<file path="src/rtl/sdac_pkg.sv">
`timescale 1ns/1ps
package sdac_pkg;
   localparam int unsigned DEF_FRAME_W = 16;
   localparam int unsigned DEF_ADDR_W  = 4;
   localparam int unsigned DEF_CODE_W  = 8;
   localparam int unsigned DEF_NCH     = 12;
   localparam int unsigned DEF_SYNC    = 2;

   // channel ch answers to address ch+1; address 0 is never a channel
   function automatic logic addr_selects(input int unsigned addr, input int unsigned ch);
      return addr == ch + 1;
   endfunction

   function automatic logic addr_valid(input int unsigned addr, input int unsigned nch);
      return (addr >= 1) && (addr <= nch);
   endfunction
endpackage

</file>
<file path="src/rtl/sdac_sync.sv">
`timescale 1ns/1ps
module sdac_sync #(
   parameter int unsigned W       = 3,
   parameter int unsigned STAGES  = 2,
   parameter logic [W-1:0] RST_VAL = '0
) (
   input  logic         clk,
   input  logic         rst,
   input  logic [W-1:0] d,
   output logic [W-1:0] q
);
   logic [W-1:0] stage [STAGES];

   always_ff @(posedge clk) begin
      if (rst) begin
         for (int i = 0; i < STAGES; i++) stage[i] <= RST_VAL;
      end else begin
         stage[0] <= d;
         for (int i = 1; i < STAGES; i++) stage[i] <= stage[i-1];
      end
   end

   assign q = stage[STAGES-1];
endmodule

</file>
<file path="src/rtl/sdac_edge.sv">
`timescale 1ns/1ps
module sdac_edge #(
   parameter int unsigned W        = 2,
   parameter logic [W-1:0] RST_VAL = '0
) (
   input  logic         clk,
   input  logic         rst,
   input  logic [W-1:0] lvl,
   output logic [W-1:0] rise,
   output logic [W-1:0] fall
);
   logic [W-1:0] prev;

   always_ff @(posedge clk) begin
      if (rst) prev <= RST_VAL;
      else     prev <= lvl;
   end

   assign rise = lvl & ~prev;
   assign fall = ~lvl & prev;
endmodule

</file>
<file path="src/rtl/sdac_shifter.sv">
`timescale 1ns/1ps
module sdac_shifter #(
   parameter int unsigned FW = 16
) (
   input  logic          clk,
   input  logic          rst,
   input  logic          start,
   input  logic          shift,
   input  logic          sdi,
   input  logic          out_stb,
   input  logic          finish,
   output logic [FW-1:0] word,
   output logic          commit,
   output logic          sdo
);
   localparam int unsigned CNTW = $clog2(FW + 1);
   localparam logic [CNTW-1:0] FULL = CNTW'(FW);

   logic [FW-1:0]   sreg;
   logic [CNTW-1:0] cnt;

   always_ff @(posedge clk) begin
      if (rst) begin
         sreg <= '0;
         cnt  <= '0;
         sdo  <= 1'b0;
      end else begin
         if (start) cnt <= '0;
         else if (shift && cnt != FULL) cnt <= cnt + 1'b1;
         if (shift) sreg <= {sreg[FW-2:0], sdi};
         if (out_stb) sdo <= sreg[FW-1];
      end
   end

   assign word   = sreg;
   assign commit = finish && (cnt == FULL);
endmodule

</file>
<file path="src/rtl/sdac_latches.sv">
`timescale 1ns/1ps
module sdac_latches
   import sdac_pkg::*;
#(
   parameter int unsigned AW  = 4,
   parameter int unsigned CW  = 8,
   parameter int unsigned NCH = 12
) (
   input  logic              clk,
   input  logic              rst,
   input  logic              ld,
   input  logic [AW-1:0]     ld_addr,
   input  logic [CW-1:0]     ld_data,
   output logic [NCH*CW-1:0] code
);
   for (genvar ch = 0; ch < NCH; ch++) begin : g_ch
      logic          hit;
      logic [CW-1:0] val;

      assign hit = ld && addr_selects(int'(ld_addr), ch);

      always_ff @(posedge clk) begin
         if (rst)      val <= '0;
         else if (hit) val <= ld_data;
      end

      assign code[ch*CW +: CW] = val;
   end
endmodule

</file>
<file path="src/rtl/sdac_regbank.sv">
`timescale 1ns/1ps
module sdac_regbank
   import sdac_pkg::*;
#(
   parameter int unsigned FW   = DEF_FRAME_W,
   parameter int unsigned AW   = DEF_ADDR_W,
   parameter int unsigned CW   = DEF_CODE_W,
   parameter int unsigned NCH  = DEF_NCH,
   parameter int unsigned SYNC = DEF_SYNC
) (
   input  logic              clk,
   input  logic              rst,
   input  logic              por,
   input  logic              ser_clk,
   input  logic              ser_en_n,
   input  logic              ser_di,
   output logic              ser_do,
   output logic [NCH*CW-1:0] code_o
);
   localparam int unsigned DLSB = AW;

   if (NCH < 1 || NCH > (1 << AW) - 1) begin : g_bad_nch
      $error("channel count does not fit the address field");
   end
   if (AW + CW > FW) begin : g_bad_frame
      $error("address and code fields exceed the frame");
   end
   if (SYNC < 2) begin : g_bad_sync
      $error("at least two synchronizer stages are needed");
   end

   logic          rst_any;
   logic [2:0]    pins_s;
   logic [1:0]    rise, fall;
   logic          en_active;
   logic          sclk_rise, sclk_fall, en_start, en_end;
   logic [FW-1:0] word;
   logic          ld_stb;
   logic [AW-1:0] ld_addr;
   logic [CW-1:0] ld_data;

   assign rst_any = rst | por;

   // bit 2: shift clock, bit 1: enable (idle high), bit 0: data
   sdac_sync #(.W(3), .STAGES(SYNC), .RST_VAL(3'b010)) u_sync (
      .clk(clk), .rst(rst_any), .d({ser_clk, ser_en_n, ser_di}), .q(pins_s)
   );

   sdac_edge #(.W(2), .RST_VAL(2'b01)) u_edge (
      .clk(clk), .rst(rst_any), .lvl(pins_s[2:1]), .rise(rise), .fall(fall)
   );

   assign sclk_rise = rise[1];
   assign sclk_fall = fall[1];
   assign en_end    = rise[0];
   assign en_start  = fall[0];
   assign en_active = ~pins_s[1];

   sdac_shifter #(.FW(FW)) u_shift (
      .clk(clk), .rst(rst_any),
      .start(en_start), .shift(sclk_rise && en_active), .sdi(pins_s[0]),
      .out_stb(sclk_fall), .finish(en_end),
      .word(word), .commit(ld_stb), .sdo(ser_do)
   );

   assign ld_addr = word[AW-1:0];
   assign ld_data = word[DLSB +: CW];

   sdac_latches #(.AW(AW), .CW(CW), .NCH(NCH)) u_bank (
      .clk(clk), .rst(rst_any), .ld(ld_stb),
      .ld_addr(ld_addr), .ld_data(ld_data), .code(code_o)
   );
endmodule

</file>
<file path="config.mk">
export PLATFORM = sky130hd
export DESIGN_NAME = sdac_regbank
export DESIGN_NICKNAME = d
export VERILOG_FILES = /design/src/rtl/sdac_pkg.sv /design/src/rtl/sdac_sync.sv /design/src/rtl/sdac_edge.sv /design/src/rtl/sdac_shifter.sv /design/src/rtl/sdac_latches.sv /design/src/rtl/sdac_regbank.sv
export SDC_FILE = /design/constraint.sdc
export NUM_CORES = 1
export LEC_CHECK = 0
export ABC_AREA = 1
export BUFFER_PORTS_ARGS = -buffer_cell sky130_fd_sc_hd__buf_2
export CORE_MARGIN = 2
export CORE_UTILIZATION = 59
export DETAILED_ROUTE_END_ITERATION = 6
export PLACE_DENSITY = 0.85
export SYNTH_ARGS = -nofsm -noshare
export SYNTH_HDL_FRONTEND = slang
export SYNTH_HIERARCHICAL = 1
export SYNTH_SLANG_ARGS = --single-unit
export TNS_END_PERCENT = 50
</file>
<file path="constraint.sdc">
create_clock -name clk -period 4.56 [get_ports clk]
set_clock_uncertainty 0.05 [all_clocks]
set_input_delay 0.456 -clock clk [delete_from_list [all_inputs] [get_ports clk]]
set_output_delay 0.456 -clock clk [all_outputs]
set_load 0.1 [all_outputs]
</file>
==> results.yml <==
finish:
  final_area_um2: 6090
  diodes: 0
  multiInputGateArea_um2: 2160
  layout-drive-gt1-share: 0.189
  fillers: 657
  stdcell_count: 926
  ff_latch_area_um2: 2520
  syn2layout_area_growth_pct: 19.5
  finalNetCount: 816
critical_path:
  crit_end: "u_bank/g_ch[3].val[5]"
  r2r-start: "u_shift/cnt[0]"
  rr_endpoint: "u_bank/g_ch[3].val[5]"
  start_kind: "flop"
  critPathRequiredTime_ps: 4910
  r2r_cells: 12
  criticalPathCategory: "flop to flop"
  worstPathArrival_ps: 3150
  crit_fanout: 32
  cp-end-kind: "flop"
  startpoint: "u_shift/cnt[0]"
  r2r_setup_slack_ps: 1760
timing:
  tightestPinTransition_ps: 1160
  fin_crit_ps: 2800
  worst_slack_ps: 1760
  rsz0062_at_grt: "no"
  finalHoldViolCount: 0
  setup_violations: 0
  drv_slew: 0
  tns_ps: 0
  min_period_over_period: 0.613
  max_freq_mhz: 357
  relSlewSlack: 0.230
clock_tree:
  root_buffer: "clkbuf_8"
  clk_latency_ps: 510
  htreeDepth: 4
  clk_pin_slew_ps: 60
  post-cts-setup-buffers: 0
  cts_buffer_depth: 2
  cts-resized-gates: 0
  cts_made_buffers: 17
  cts_tree: "built"
  clock-sinks: 126
  postCtsHoldBufs: 0
hold_path:
  min_from: "ser_en_n"
  hold_path_class: "primary input to flop"
routing:
  viasPerCell: 5.17
  route.vias.total: 4784
  wire_per_inst_um: 13.7
  wirelength_um: 12700
  ant_nets: 0
  drc: 0
  drt-initial-drc-count: 470
  detail_route.first_pass.iterations: 6
pwr:
  power_frac_seq: 0.464
  p_leak_nw: 2.70
  vdd_drop_max_uv: 271
  power.share.switching: 0.200
  switching_power_mw: 0.476
  powerDensity_nw_per_um2: 391
  p_int_mw: 1.90
  power_frac_comb: 0.018
  clkPwrFrac: 0.518
place:
  place_congestion: 0.814
  dp.cells: 894
  dp_hpwl_um: 7930
  pre_cts_ws_ps: 1710
  place_area_um2: 5550
  port_buffers: 102
grt:
  grt_max_degree: 74
  grt_pass1_vias: 4472
  grt_pass1_wl_um: 20400
  grt_usage: 0.269
  antenna_found_initial: 0
  grt_overflow: 0
floorplan:
  start_util: 0.614
  die_area_um2: 9390
  die_w_um: 96.9
  die_h_um: 96.9
  rows: 33
  fp.coreArea_um2: 8300
  ioPinCount: 103
synth:
  ys_seq_area_frac: 0.495
  ys_seq_elements: 126
  synth_edf_count: 0
  synth_cell_types: 23
  yosysWarnings: 6
  async_flop_share: 0
  netlist_area_um2: 5090
  synth_ff_type: "dfxtp_1"
  synth_top_area_cell: "dfxtp_1"
  synthTopCellsByArea: "dfxtp_1, nor2_1, nand2_1, nand3_1, inv_1"
  syn-num-nets: 725
  synthCells: 717
  syn_area_per_cell_um2: 7.11
  synth_top_area_share: 0.495
job:
  max_cap_violations: 0
outcome:
  status: "finished, final reports clean"
cell families (layout without fill, tap and decap cells):
logic type,Yosys count,count (layout),synth area share
AO/OA/AOI/OAI,19,19,0.0187
adder cells (fa/ha/maj),2,2,0.00491
buffers and inverters,86,190,0.0803
flip-flops,126,126,0.495
multiplexers,1,1,0.00196
AND/OR/NAND/NOR,483,483,0.399
registers in the layout (all words and copies together) (netlist names):
register	count
u_bank/g_ch.val	96
u_shift/word	16
u_sync/stage	6
u_shift/cnt	5
u_edge/prev	2
u_shift/sdo	1
cell usage in the layout, fill, tap and decap left out, types with 2 or more instances in the layout:
cell and n:
nand2_2 3, nand3_1 34, inv_1 41, nor2_1 214
nor2_4 11, clkbuf_1 7, clkinv_2 4, buf_4 2
buf_2 102, nand2_1 196, inv_2 5, clkbuf_16 16
clkbuf_8 2, nand3_4 2, ha_1 2, dfxtp_1 126
clkinv_1 8, nor2_2 4, nand4_1 17, bufinv_16 2
a21oi_1 19
synth_stat cells, types with 2 or more instances:
cell type / n
buf_6: 4
a21oi_1: 19
inv_1: 41
buf_1: 5
clkinv_1: 9
buf_2: 6
nand3_1: 34
nand2_2: 3
nand2_1: 196
dfxtp_1: 126
nor2_2: 4
ha_1: 2
nand4_1: 17
inv_2: 4
nor2_4: 11
buf_4: 12
clkbuf_1: 4
nor2_1: 214
nand3_4: 2
worst min-delay path by stage:
| stage | end | slack, ps | cells past startpoint |
|---|---|---|---|
| after floorplan | u_sync/stage[0][4] | 330 | 2 |
| after global placement | u_sync/stage[0][4] | 340 | 2 |
| after detailed placement | u_sync/stage[0][4] | 330 | 2 |
| after CTS | u_sync/stage[0][1] | 60 | 3 |
| after global routing | u_sync/stage[0][1] | 60 | 3 |
| final | u_sync/stage[0][1] | 70 | 3 |
power groups by stage:
stage	logic [mW]	registers (mW)	clock network, mW
2_1_floorplan	0.0351	1.13	0
3_3_place_gp	0.0399	1.13	0
3_5_place_dp	0.0412	1.13	0
4_1_cts	0.0418	1.10	1.25
5_1_grt	0.0483	1.10	1.30
6_report	0.0426	1.10	1.23
layer usage:
layer	vias up	global-route usage	wire length (um)
met2	225	0.454	6360
met4	0	0.119	242
li1	2364	-	-
met1	2170	0.309	4960
met3	25	0.0925	1130
met5	-	0	0
worst max-delay path: stages, from the launching register on:
cell	delay (ps)
dfxtp_1	350
inv_1	100
ha_1	150
nand2_1	50
inv_1	50
nand2_1	140
nor2_1	130
buf_4	270
nand2_2	100
nor2_2	830
nand3_1	250
nand2_1	150
nor2_1	70
layout make-up:
| cell class | count | area share |
|---|---|---|
| Inverter | 54 | 0.0333 |
| Clock inverter | 7 | 0.0144 |
| Clock buffer | 25 | 0.0746 |
| Multi-Input combinational cell | 505 | 0.355 |
| Sequential cell | 126 | 0.414 |
| Tap cell | 105 | 0.0216 |
| Timing Repair Buffer | 104 | 0.0863 |
per-stage QoR:
stage	utilization	hold WS, ps	total power, mW
after floorplan	-	330	1.16
after global placement	0.668	336	1.17
after detailed placement	0.668	335	1.17
after CTS	0.733	57.0	2.39
after global routing	0.733	57.7	2.45
final	0.733	71.1	2.38
Note: power is estimated with default switching activity, not from simulation.
